### src/rtl/irq_coalesce_ctrl.sv
module irq_coalesce_ctrl #(
  parameter int TICK_DIV = 8000
) (
  input  logic        clk,
  input  logic        rst_n,
  input  logic        reg_wr,
  input  logic [1:0]  reg_addr,
  input  logic [31:0] reg_wdata,
  output logic [31:0] reg_rdata,
  input  logic [31:0] cause_set,
  input  logic [31:0] dma_set,
  output logic        irq
);

  localparam int TICK_W = (TICK_DIV > 1) ? $clog2(TICK_DIV) : 1;
  localparam logic [31:0] DIRECT_BITS = 32'h0600_00C3;
  localparam logic [31:0] DMA_BITS    = 32'hC003_0003;

  logic [TICK_W-1:0] pre_q;
  logic [15:0]       coal_q;
  logic [31:0]       stat_q, mask_q, dma_q;
  logic [7:0]        per_cnt, win_cnt;
  logic              asserted;

  logic        tick, per_fire, pending, hp;
  logic        wr_coal, wr_stat, wr_mask, wr_dma;
  logic [7:0]  win, per;
  logic [31:0] sum_set;

  assign wr_coal = reg_wr && reg_addr == 2'd0;
  assign wr_stat = reg_wr && reg_addr == 2'd1;
  assign wr_mask = reg_wr && reg_addr == 2'd2;
  assign wr_dma  = reg_wr && reg_addr == 2'd3;

  assign win  = coal_q[7:0];
  assign per  = coal_q[15:8];
  assign tick = (pre_q == TICK_W'(TICK_DIV - 1));

  assign sum_set = {dma_q[30] | dma_q[17] | dma_q[16], 1'b0, dma_q[31], 1'b0,
                    dma_q[1] | dma_q[0], 27'd0};

  assign per_fire = tick && !wr_coal && per != 8'd0 && per_cnt == per - 8'd1;
  assign pending  = |(stat_q & mask_q);
  assign hp       = dma_q[30] & mask_q[31];
  assign irq      = asserted & pending;

  always_ff @(posedge clk or negedge rst_n) begin
    if (!rst_n) pre_q <= '0;
    else if (tick) pre_q <= '0;
    else pre_q <= pre_q + 1'b1;
  end

  always_ff @(posedge clk or negedge rst_n) begin
    if (!rst_n) begin
      coal_q <= '0;
      mask_q <= '0;
    end else begin
      if (wr_coal) coal_q <= reg_wdata[15:0];
      if (wr_mask) mask_q <= reg_wdata;
    end
  end

  always_ff @(posedge clk or negedge rst_n) begin
    if (!rst_n) begin
      dma_q  <= '0;
      stat_q <= '0;
    end else begin
      dma_q  <= (dma_q & ~(wr_dma ? reg_wdata : 32'd0)) | (dma_set & DMA_BITS);
      stat_q <= (stat_q & ~(wr_stat ? reg_wdata : 32'd0))
              | (cause_set & DIRECT_BITS)
              | sum_set
              | {3'd0, per_fire, 28'd0};
    end
  end

  always_ff @(posedge clk or negedge rst_n) begin
    if (!rst_n) per_cnt <= '0;
    else if (wr_coal || per == 8'd0) per_cnt <= '0;
    else if (tick) per_cnt <= per_fire ? 8'd0 : per_cnt + 8'd1;
  end

  always_ff @(posedge clk or negedge rst_n) begin
    if (!rst_n) begin
      asserted <= 1'b0;
      win_cnt  <= '0;
    end else if (!pending) begin
      asserted <= 1'b0;
      win_cnt  <= '0;
    end else if (!asserted) begin
      if (win == 8'd0 || hp || win_cnt >= win) asserted <= 1'b1;
      else if (tick) win_cnt <= win_cnt + 8'd1;
    end
  end

  always_comb begin
    case (reg_addr)
      2'd0:    reg_rdata = {16'd0, coal_q};
      2'd1:    reg_rdata = stat_q;
      2'd2:    reg_rdata = mask_q;
      default: reg_rdata = dma_q;
    endcase
  end

endmodule

### config.mk
export PLATFORM = sky130hd
export DESIGN_NAME = irq_coalesce_ctrl
export DESIGN_NICKNAME = d
export VERILOG_FILES = /design/src/rtl/irq_coalesce_ctrl.sv
export SDC_FILE = /design/constraint.sdc
export NUM_CORES = 1
export LEC_CHECK = 0
export BUFFER_PORTS_ARGS = -buffer_cell sky130_fd_sc_hd__buf_2
export CAP_MARGIN = 30
export CORE_UTILIZATION = 45
export DETAILED_ROUTE_END_ITERATION = 8
export PLACE_DENSITY = 0.82
export SYNTH_ARGS = -nofsm -noshare
export SYNTH_HDL_FRONTEND = slang
export SYNTH_SLANG_ARGS = --single-unit
### constraint.sdc
create_clock -name clk -period 2.4 [get_ports clk]
set_input_delay 0.24 -clock clk [delete_from_list [all_inputs] [get_ports clk]]
set_output_delay 0.24 -clock clk [all_outputs]
set_load 0.1 [all_outputs]
* Word level (Yosys, flattened, before mapping)
Cells that the tools add are included.
** Cells by class
- Add/subtract/negate cells :: 4
- Order comparisons :: 1
- Eq/ne operators :: 8
- Multiplexer cells :: 14
- Bitwise gates (word level) :: 14
- Reductions and logical operators :: 18
** Operators with widths (number)
- bitwise AND 32 bit :: 3
- case mux 32 bit (3 select lines) :: 1
- 2-to-1 mux 32 bit :: 2
- NOT 32 bit :: 2
- bitwise OR 32 bit :: 2
- 2-to-1 mux 8 bit :: 7
- bitwise OR 32 x 27 -> 32 bit :: 1
- bitwise OR 32 x 29 -> 32 bit :: 1
- OR reduction 32 bit :: 1
- adder 8 x 1 -> 8 bit (second input constant) :: 2
- zero test 8 bit :: 2
- adder 13 x 1 -> 13 bit (second input constant) :: 1
- == test 13 bit (second input constant) :: 1
- 2-to-1 mux 13 bit :: 1
- == test 8 bit :: 1
- greater-or-equal comparator 8 bit :: 1
- nonzero test 8 bit :: 1
- subtractor 8 x 1 -> 8 bit (second input constant) :: 1
- logical AND 1 bit :: 7
- != test 2 bit (second input constant) :: 3
- == test 2 bit (second input constant) :: 2
- logical OR 1 bit :: 3
- 2-to-1 mux 1 bit :: 3
- bitwise OR 1 bit :: 3
- 6 further kinds :: 7
** Storage, ports and cells
- Bits in registers :: 142
- Input port bits :: 101
- Output and inout bits :: 33
- Logic and storage cells :: 67

* Longest topological paths before layout
Gate-level depths: netlist (run 1).
- Word-level depth :: 9
- Mapped depth :: 8
- Mapped depth without buffers :: 8

* Worst setup path before layout (run 1)
No wires, ideal clock.
- Kind :: input to output
- Start :: in reg_addr[1]
- End :: out reg_rdata[24]
- Arrival :: 2.136 ns
- Data required time :: 2.160 ns
- Setup slack :: 0.024 ns
- Stages :: 4
- Buffers on the path :: 3
- Cells stage by stage :: clkbuf_1 > clkbuf_1 > clkbuf_1 > a22o_1
** On the way
- Cells in the longest elaborated chain, start to end :: 2
- Elaborated cells on any way between the ends :: 4
- Those cells by class :: eq/ne: 2; mux: 1; reduce/logical: 1
** RTL lines
- start, declared :: RTL line 7 : input logic [1:0] reg_addr,
- == test 2 bit, or another cell as far along :: RTL line 96 : case (reg_addr)
- case mux 32 bit (3 select lines) * :: RTL line 96
- end, declared :: RTL line 9 : output logic [31:0] reg_rdata,
Mark *: on every way between the ends. The rest lies on a longest branch, timed or not.

* Final worst setup path (run 1)
- Start :: reg win_cnt[0]
- End :: reg win_cnt[7]
** On the way
- Cells in the longest elaborated chain, start to end :: 5
- Elaborated cells on any way between the ends :: 9
- Those cells by class :: add/sub: 1; order compare: 1; eq/ne: 1; mux: 4; reduce/logical: 2
** RTL lines
- start, declared :: RTL line 22 : logic [7:0] per_cnt, win_cnt;
- start signal, assigned :: RTL line 91 : else if (tick) win_cnt <= win_cnt + 8'd1;
- adder 8 x 1 -> 8 bit :: RTL line 91
- 2-to-1 mux 8 bit :: RTL line 91
- 2-to-1 mux 8 bit :: RTL line 90 : if (win == 8'd0 || hp || win_cnt >= win) asserted <= 1'b1;
- 2-to-1 mux 8 bit :: RTL line 89 : end else if (!asserted) begin
- 2-to-1 mux 8 bit :: RTL line 86 : end else if (!pending) begin
Parallel ways exist; a longest one is shown, timed or not. The select of a mux whose other input is x is not followed.
A chain may end at the register's enable or synchronous reset.

==> run_results.csv, run 1 <==
group,metric,value,unit
drt,ant_nets,0,
placement,place_inst,827,
synthesis,ys.flop_type,"dfrtp_1",
finish,mostFrequentLayoutCell,"dfrtp_1",
clocking,cts_max_level,4,
global_routing,track_usage,22.9,%
power_and_ir_drop,totalPowerFinal,6690,uW
worst_setup_path,cp-start-kind,"flip-flop",
worst_setup_path,crit_type,"reg -> reg",
synthesis,synthCells,562,
drt,wl_per_cell,19.8,um
status,status,"finished with violations",
synthesis,ys_types,52,
drt,wl,17.2,mm
worst_setup_path,critical-path-top-delay-family,"compound AO/OA/AOI/OAI gates",
worst_setup_path,cp.depth,8,
placement,gp_congestion,0.856,
worst_setup_path,worstSetupEndpointType,"flip-flop",
synthesis,yosys.area.top_type,"dfrtp_1",
drt,via_count,5199,
die,start_util,46.4,%
status,violations,"design-rule violations",
finish,finalCoreUtilization,58.5,%
timing,maxSlewViolCount,0,
clocking,cts_buffers,17,
timing,clock_skew,9.61,ps
global_routing,grt.overflow.total,0,
global_routing,antenna_found_initial,2,
worst_setup_path,r2r_slack,7,ps
synthesis,async_reset_ff_share,100,%
job,cap_violations,0,
min_path,hp-class,"in -> reg",
synthesis,synthTopCellsByArea,"dfrtp_1 (52%), mux2_2 (9.1%), a21boi_0 (5.3%)",
timing,max_slew_margin,48.6,%
synthesis,synth_area,6800,sq um
finish,area_growth,25.9,%
timing,worst_pin_slew,771,ps
worst_setup_path,crit_fanout,5,
min_path,whs_path_depth,2,
worst_setup_path,crit_path_max_incr_delay,420,ps
synthesis,synth_top_cell_area_share,52.3,%
placement,io_buffers,81,
worst_setup_path,cp_slowest_cell,"dfrtp_1",
placement,dpl-instance-area,7790,sq um
synthesis,yosysSeqAreaShare,52.3,%
finish,final_cell_mix,"dfrtp_1 (141), buf_2 (64), mux2_2 (55)",
synthesis,syn-num-nets,676,
worst_setup_path,crit_arrival,2690,ps
finish,drive_gt1_share,33.9,%
finish,diodes,0,
global_routing,grt_pass1_vias,5449,
clocking,tritoncts,"built",
global_routing,grt_start_max_net_pins,69,
power_and_ir_drop,power.density,781,nW/um^2
worst_setup_path,critical_path_buf_inv_count,1,
die,die_area,15600,sq um
die,die_w,125,um
die,die_h,125,um
drt,drc,4,
drt,first_pass_iters,7,
clocking,clock-sinks,142,
timing,rsz0062_at_grt,"true",
drt,drt-vias-per-instance,5.97,
synthesis,postSynthAreaPerCell,12.1,sq um
synthesis,yosys_warnings,0,
synthesis,synth_edf_count,0,
synthesis,synth-seq-cells,142,
die,rows,44,
drt,drt_iter0_drc,260,
finish,finalNetCount,788,
clocking,clockRootBuffer,"clkbuf_16",
power_and_ir_drop,power.leakage,0.00377,uW
timing,fin_crit,2390,ps
die,pin_count,134,
timing,hold_viol,0,
timing,fmax,418,MHz
finish,num-fill-cells,1115,
die,core_area,14600,sq um
clocking,clk_pin_slew,60,ps
timing,whs,6.57,ps
power_and_ir_drop,peakVddDrop,0.528,mV
clocking,clock_latency,420,ps
timing,setup-violations-final,0,
timing,min_period_over_period,99.7,%
placement,dpl.hpwl,12.1,mm
worst_setup_path,cp_cell_sequence,"inv_1, ha_1, nand2b_1, a21o_1, a211o_2, a211oi_2, nand4_1, mux2_1",
finish,stdcell_count,871,
clocking,cts_max_path_buffers,2,
worst_setup_path,crit_required,2690,ps
finish,fin_area,8560,sq um
global_routing,grt_pass1_wl,27.9,mm
worst_setup_path,rr_worst_depth,8,
## path summary, 6_finish.rpt
check	end	from
setup / recovery	win_cnt[7]$_DFFE_PN0P_	win_cnt[0]$_DFFE_PN0P_
hold / removal	dma_q[31]$_DFF_PN0_	dma_set[31]
setup reg to reg	win_cnt[7]$_DFFE_PN0P_	win_cnt[0]$_DFFE_PN0P_
hold reg to reg	pre_q[0]$_DFF_PN0_	pre_q[0]$_DFF_PN0_
max in group asynchronous	coal_q[10]$_DFFE_PN0P_	rst_n
min in group asynchronous	stat_q[26]$_DFF_PN0_	rst_n
## power by group
part	internal [uW]	leakage, uW	switching [uW]
Sequential	2550	0.00179	171
Clock	1570	0.000284	1050
Combinational	490	0.00169	846
## per-stage QoR
stage	setup WS, ps	TNS [ps]
final	6.87	0
after global routing	-36.1	-143
after CTS	3.97	0
after detailed placement	42.9	0
after global placement	124	0
after floorplan	23.7	0
## layout make-up
type | instances | area, sq um | share of cell area (%)
Sequential cell | 142 | 3550 | 41.5
Clock buffer | 18 | 439 | 5.13
Clock inverter | 14 | 161 | 1.89
Timing Repair Buffer | 118 | 960 | 11.2
Multi-Input combinational cell | 380 | 3160 | 36.9
Tap cell | 184 | 230 | 2.69
Inverter | 15 | 56.3 | 0.658
## layer usage
metal / wire [um] / track usage, % / vias to the layer above
met5: 23 / 0 / -
met3: 1020 / 5.88 / 36
met2: 8680 / 37.9 / 176
li1: - / - / 2291
met1: 7110 / 29.0 / 2692
met4: 397 / 8.46 / 4
## cell families after synthesis
logic type,Yosys count,share of synthesized area (%)
buf+inv,40,2.23
fa+ha+maj,13,2.39
xor+xnor,25,3.22
simple gates,131,9.57
flops,142,52.3
mux,73,14.7
compound gates,138,15.6
## cell usage after synthesis (all sizes together), types with 2 or more instances
cell	n
a22oi	16
a2111oi	3
inv	15
nor4	8
nor2	28
dfrtp	142
a21oi	4
mux4	16
o31ai	3
a211oi	3
a22o	16
and3	4
nand3	8
a21boi	48
a21o	14
nand2	49
nand4	10
nor3	4
and2	3
xor2	11
nor3b	2
nor4b	2
buf	2
a31o	3
clkbuf	23
nand2b	3
ha	13
o21ai	16
mux2	56
xnor2	14
nor2b	4
a211o	6
## registers in the layout, indices dropped and copies added, names as in the netlist
signal / cells
dma_q: 32
per_cnt: 8
pre_q: 13
mask_q: 32
asserted: 1
stat_q: 32
win_cnt: 8
coal_q: 16
## worst reg2reg max path, stage by stage (launching register included)
cell	delay, ps
dfrtp_1	420
inv_1	80
ha_1	280
nand2b_1	140
a21o_1	180
a211o_2	420
a211oi_2	280
nand4_1	140
mux2_1	330
## timing repair
| action | 4_1_cts | 5_1_grt |
|---|---|---|
| pin swaps | 0 | 2 |
| hold endpoints to repair | 72 | 0 |
| cloned | 0 | 1 |
| hold buffers | 7 | 0 |
| gates resized for setup | 2 | 13 |
| setup buffers | 0 | 4 |
| endpoints found under the setup margin | 2 | 13 |
Note: power is estimated with default switching activity, not from simulation.
==> inputs of run 2 (changes only) <==
--- a/config.mk
+++ b/config.mk
@@ -6,9 +6,9 @@
 export NUM_CORES = 1
 export LEC_CHECK = 0
 export BUFFER_PORTS_ARGS = -buffer_cell sky130_fd_sc_hd__buf_2
-export CAP_MARGIN = 30
 export CORE_UTILIZATION = 45
 export DETAILED_ROUTE_END_ITERATION = 8
+export MAX_ROUTING_LAYER = met4
 export PLACE_DENSITY = 0.82
 export SYNTH_ARGS = -nofsm -noshare
 export SYNTH_HDL_FRONTEND = slang
==> run 2 against run 1 <==
  * The flow still finishes with violations (design-rule violations)
  * Clock skew decreased by 1.7 ps
  * Global-route usage grew 1.4 points
  * Core utilization is 0.20 points higher
  * Non-clock buffer count increased by 4
  * Setup slack improved by 41 ps
  * Worst hold slack gained 15 ps
  * Critical path type unchanged
  * Largest power group unchanged
  * Highest routed layer is now met4
==> run_results.csv, run 2 (same netlist as run 1, synthesis figures left out) <==
group,metric,value,unit
min_path,whs_path_depth,2,
clocking,cts_buffers,17,
drt,drt_iter0_drc,307,
timing,hold_viol,0,
worst_setup_path,cp_slowest_cell,"dfrtp_2",
finish,final_cell_mix,"dfrtp_1 (140), buf_2 (64), mux2_2 (55)",
power_and_ir_drop,clkPwrFrac,40.0,%
worst_setup_path,cp_cell_sequence,"inv_2, ha_2, nor3b_2, xnor2_1, nand4_1, a2111oi_4, buf_4, nor3_1, a211o_1",
power_and_ir_drop,totalPowerFinal,6750,uW
power_and_ir_drop,pwr-share-seq,40.4,%
global_routing,grt_pass1_wl,28.7,mm
power_and_ir_drop,switching_share,30.6,%
drt,ant_nets,0,
power_and_ir_drop,p_int,4690,uW
timing,fin_crit,2350,ps
power_and_ir_drop,peakVddDrop,0.506,mV
status,status,"finished with violations",
finish,area_growth,26.4,%
placement,gp_congestion,0.870,
worst_setup_path,worstSetupEndpointType,"flip-flop",
finish,finalNetCount,792,
die,rows,44,
die,pin_count,134,
drt,wl_per_cell,19.6,um
die,die_area,15600,sq um
die,start_util,46.4,%
clocking,clock_latency,420,ps
clocking,clock-sinks,142,
worst_setup_path,rr_worst_depth,9,
timing,min_period_over_period,98.0,%
timing,setup-violations-final,0,
worst_setup_path,cp-start-kind,"flip-flop",
global_routing,track_usage,24.2,%
timing,maxSlewViolCount,0,
drt,wl,17.2,mm
die,die_h,125,um
finish,largest_registers,"dma_q: 32 flops, mask_q: 32 flops, stat_q: 32 flops",
drt,drc,8,
timing,rsz0062_at_grt,"true",
drt,via_count,5161,
placement,dpl.hpwl,11.9,mm
timing,whs,21.6,ps
power_and_ir_drop,power.switching,2070,uW
power_and_ir_drop,power.density,786,nW/um^2
clocking,cts_max_level,4,
worst_setup_path,crit_type,"reg -> reg",
timing,tns,0,ps
timing,max_slew_margin,25.3,%
finish,drive_gt1_share,34.6,%
drt,first_pass_iters,6,
power_and_ir_drop,power.leakage,0.00378,uW
timing,clock_skew,7.96,ps
power_and_ir_drop,power_frac_comb,19.6,%
worst_setup_path,crit_arrival,2660,ps
global_routing,antenna_found_initial,1,
global_routing,grt_pass1_vias,5556,
die,die_w,125,um
drt,drt-vias-per-instance,5.88,
placement,pre_cts_ws,53.6,ps
clocking,tritoncts,"built",
timing,fin_ws,47.5,ps
placement,io_buffers,81,
min_path,hp-class,"in -> reg",
job,cap_violations,0,
worst_setup_path,crit_required,2710,ps
worst_setup_path,crit_path_max_incr_delay,450,ps
clocking,clk_pin_slew,60,ps
placement,dpl-instance-area,7780,sq um
timing,fmax,425,MHz
worst_setup_path,crit_fanout,6,
status,violations,"design-rule violations",
die,core_area,14600,sq um
finish,mostFrequentLayoutCell,"dfrtp_1",
finish,fin_area,8590,sq um
timing,worst_pin_slew,1120,ps
finish,num-fill-cells,1110,
clocking,clockRootBuffer,"clkbuf_16",
global_routing,grt_start_max_net_pins,69,
global_routing,grt.overflow.total,0,
clocking,cts_max_path_buffers,2,
[run 2: cell count changes in the layout (fill, tap and decap cells not counted), sizes merged]
cell	previous run	this run
diode	0	2
clkinv	6	3
dlygate4sd3	7	9
inv	18	19
bufinv	2	3
clkinvlp	3	5
clkbuf	18	17
buf	111	113
[run 2: worst paths after layout]
| kind | start | endpoint | slack (ps) |
|---|---|---|---|
| worst min register to register | pre_q[0]$_DFF_PN0_ | pre_q[0]$_DFF_PN0_ | 480 |
| worst min-delay path | dma_set[17] | dma_q[17]$_DFF_PN0_ | 20 |
| min in group asynchronous | rst_n | stat_q[26]$_DFF_PN0_ | 380 |
| worst max-delay path | coal_q[8]$_DFFE_PN0P_ | per_cnt[4]$_DFFE_PN0P_ | 50 |
| max in group asynchronous | rst_n | dma_q[29]$_DFF_PN0_ | 1290 |
| worst max register to register | coal_q[8]$_DFFE_PN0P_ | per_cnt[4]$_DFFE_PN0P_ | 50 |
[run 2: layout make-up]
cell class	instances	area, sq um	area share (%)
antenna	2	5.00	0.0583
clock buffer	17	425	4.95
clock inverter	15	185	2.16
inverter	15	56.3	0.656
multi-input combinational	380	3140	36.5
sequential	142	3560	41.4
tap	184	230	2.68
timing repair buffer	122	995	11.6
[run 2: stage by stage]
step	utilization, %	instances
floorplan	-	562
global placement	53.1	826
detailed placement	53.1	826
CTS	58.0	867
global route	58.6	876
finish	58.6	877
[run 2: per-layer routing]
metal  share of wire, %  global-route usage, %
met5                  0                      -
met4                2.4                   9.54
met3                6.5                   6.01
met2                 49                   38.7
met1                 42                   29.7
[run 2: repair_timing]
item / CTS / global route
cloned: 0 / 1
setup buffers: 0 / 7
hold endpoints to repair: 74 / 0
setup endpoints to repair: 1 / 14
resized for setup: 2 / 13
hold buffers: 9 / 0
pin swaps: 0 / 2
[run 2: power by group through the flow]
stage	Sequential (uW)	Combinational, uW	Clock [uW]
floorplan	2690	944	0
global placement	2730	1260	0
detailed placement	2750	1290	0
CTS	2710	1320	2720
global route	2750	1400	2830
finish	2730	1330	2700
[run 2: worst max-delay path, delay by kind of cell, from the launching register on]
family,cells,cell delay (ps)
DFF,1,450
and+or+nand+nor,3,460
adders and majority gates,1,200
buffers and inverters,2,300
AOI/OAI and AO/OA,2,660
xor gates and xnor gates,1,150
==> inputs of run 3 (changes only) <==
--- a/config.mk
+++ b/config.mk
@@ -6,10 +6,10 @@
 export NUM_CORES = 1
 export LEC_CHECK = 0
 export BUFFER_PORTS_ARGS = -buffer_cell sky130_fd_sc_hd__buf_2
-export CORE_UTILIZATION = 45
+export CORE_UTILIZATION = 50
 export DETAILED_ROUTE_END_ITERATION = 8
 export MAX_ROUTING_LAYER = met4
-export PLACE_DENSITY = 0.82
+export PLACE_DENSITY = 0.88
 export SYNTH_ARGS = -nofsm -noshare
 export SYNTH_HDL_FRONTEND = slang
 export SYNTH_SLANG_ARGS = --single-unit
==> run 3 against run 2 <==
  * The run ends with negative setup slack left
  * Core utilization up 8.8 points
  * Clock-buffer cell count rose by 6
  * Power increased by 7.9%
  * Setup slack got worse by 63 ps
  * Maximum frequency is 2.6% lower
  * Global-route usage is 4.7 points higher
  * Design area up 4.0%
  * Non-clock buffer count up 6
  * Register-to-register slack worse by 60 ps
  * Routed wire length rose by 12%
  * Clock power grew 15%
  * Critical path type unchanged
  * Highest routed layer unchanged
==> run_results.csv, run 3 (same netlist as run 1, synthesis figures left out) <==
group,metric,value,unit
timing,fin_crit,2420,ps
finish,finalCoreUtilization,67.4,%
finish,largest_registers,"dma_q: 32 flops, mask_q: 32 flops, stat_q: 32 flops",
finish,finalNetCount,798,
worst_setup_path,worstSetupEndpointType,"flip-flop",
die,start_util,51.3,%
timing,min_period_over_period,101,%
drt,first_pass_iters,5,
power_and_ir_drop,peakVddDrop,0.627,mV
min_path,whs_path_depth,2,
timing,max_slew_margin,50.5,%
drt,ant_nets,0,
worst_setup_path,critical_path_buf_inv_count,1,
timing,whs,11.6,ps
finish,drive_gt1_share,37.4,%
status,violations,"negative setup slack",
clocking,cts_buffers,17,
drt,wl_per_cell,22.1,um
drt,via_count,5472,
power_and_ir_drop,totalPowerFinal,7290,uW
timing,maxSlewViolCount,0,
placement,io_buffers,81,
timing,hold_viol,0,
placement,dpl.hpwl,12.2,mm
global_routing,grt_pass1_wl,29.9,mm
worst_setup_path,cp-start-kind,"flip-flop",
worst_setup_path,crit_fanout,5,
clocking,clock-sinks,142,
min_path,hp-class,"in -> reg",
drt,drt-vias-per-instance,6.26,
global_routing,grt_start_max_net_pins,78,
timing,clock_skew,11.2,ps
drt,wl,19.3,mm
die,pin_count,134,
placement,pre_cts_ws,-23.7,ps
worst_setup_path,cp.depth,7,
timing,worst_pin_slew,742,ps
worst_setup_path,crit_type,"reg -> reg",
global_routing,grt_pass1_vias,5675,
worst_setup_path,critical-path-top-delay-family,"compound AO/OA/AOI/OAI gates",
placement,gp_congestion,0.866,
worst_setup_path,cp_slowest_cell,"or4_4",
global_routing,grt.overflow.total,0,
timing,setup-violations-final,3,
finish,area_growth,31.4,%
clocking,clock_latency,440,ps
global_routing,track_usage,29.0,%
finish,final_cell_mix,"dfrtp_1 (138), buf_2 (63), mux2_2 (55)",
finish,mostFrequentLayoutCell,"dfrtp_1",
finish,fin_area,8930,sq um
die,die_area,14100,sq um
worst_setup_path,crit_arrival,2720,ps
die,die_w,119,um
global_routing,antenna_found_initial,1,
clocking,cts_max_level,4,
timing,rsz0062_at_grt,"true",
die,die_h,119,um
drt,drt_iter0_drc,415,
clocking,clockRootBuffer,"clkbuf_16",
clocking,tritoncts,"built",
timing,fin_ws,-15.7,ps
power_and_ir_drop,power.leakage,0.00388,uW
worst_setup_path,rr_worst_depth,7,
job,cap_violations,0,
placement,dpl-instance-area,7770,sq um
power_and_ir_drop,power.density,816,nW/um^2
clocking,cts_max_path_buffers,2,
timing,fmax,414,MHz
worst_setup_path,crit_path_max_incr_delay,540,ps
drt,drc,0,
status,status,"finished with violations",
die,core_area,13200,sq um
die,rows,42,
worst_setup_path,cp_cell_sequence,"or4_4, a31oi_4, o31ai_4, a2111oi_4, buf_4, nor4_4, a211o_1",
clocking,clk_pin_slew,60,ps
worst_setup_path,crit_required,2710,ps
==> run 3: changes by cell type in the layout (fill, tap and decap cells not counted), moves of 5 or more <==
cell | previous run | this run
a22oi_1 | 13 | 6
a22oi_2 | 3 | 10
clkbuf_8 | 0 | 5
nor4_1 | 7 | 2
==> run 3: final timing paths <==
check	start	endpoint	slack, ps
max	coal_q[9]$_DFFE_PN0P_	per_cnt[5]$_DFFE_PN0P_	-20
min	reg_wdata[23]	stat_q[23]$_DFF_PN0_	10
max reg2reg	coal_q[9]$_DFFE_PN0P_	per_cnt[5]$_DFFE_PN0P_	-20
min reg2reg	pre_q[4]$_DFF_PN0_	pre_q[4]$_DFF_PN0_	490
max in group asynchronous	rst_n	coal_q[11]$_DFFE_PN0P_	1230
min in group asynchronous	rst_n	dma_q[28]$_DFF_PN0_	470
==> run 3: repair_timing <==
item                                    in CTS  in global routing
resized for setup                           14                 37
pin swaps                                    1                 18
gates cloned                                 1                  0
endpoints found under the setup margin       9                 14
hold buffers                                13                  0
buffers inserted                             1                 10
hold endpoints to repair                    87                  0
==> run 3: cell type report <==
cell class                      count  area (sq um)
Fill cell                         866          4310
Sequential cell                   142          3560
Multi-Input combinational cell    380          3310
Timing Repair Buffer              128          1080
Clock buffer                       23           498
Tap cell                          176           220
Clock inverter                      9           203
Inverter                           15          58.8
Antenna cell                        1          2.50
==> run 3: power breakdown <==
group,switching (uW),total (uW),internal (uW)
Clock,1010,3100,2090
Sequential,189,2750,2560
Combinational,906,1440,536
Total,2110,7290,5180
==> run 3: routing by layer <==
metal,track usage (%),part of all wire (%),up-vias
met2,46.4,50,268
li1,-,-,2316
met5,-,0,-
met1,34.3,40,2818
met4,13.1,3.5,0
met3,7.72,6.7,70
==> run 3: through the flow <==
step                      TNS [ps]  instances
after floorplan                  0        562
after global placement           0        816
after detailed placement      -106        816
after CTS                        0        863
after global routing          -223        874
final                        -25.7        874
==> run 3: worst register-to-register path: cells and delay by family (launching register included) <==
| kind | cells | cell delay [ps] |
|---|---|---|
| flip-flops | 1 | 440 |
| AND/OR/NAND/NOR | 2 | 580 |
| AO/OA/AOI/OAI | 4 | 1050 |
| buffers and inverters | 1 | 230 |
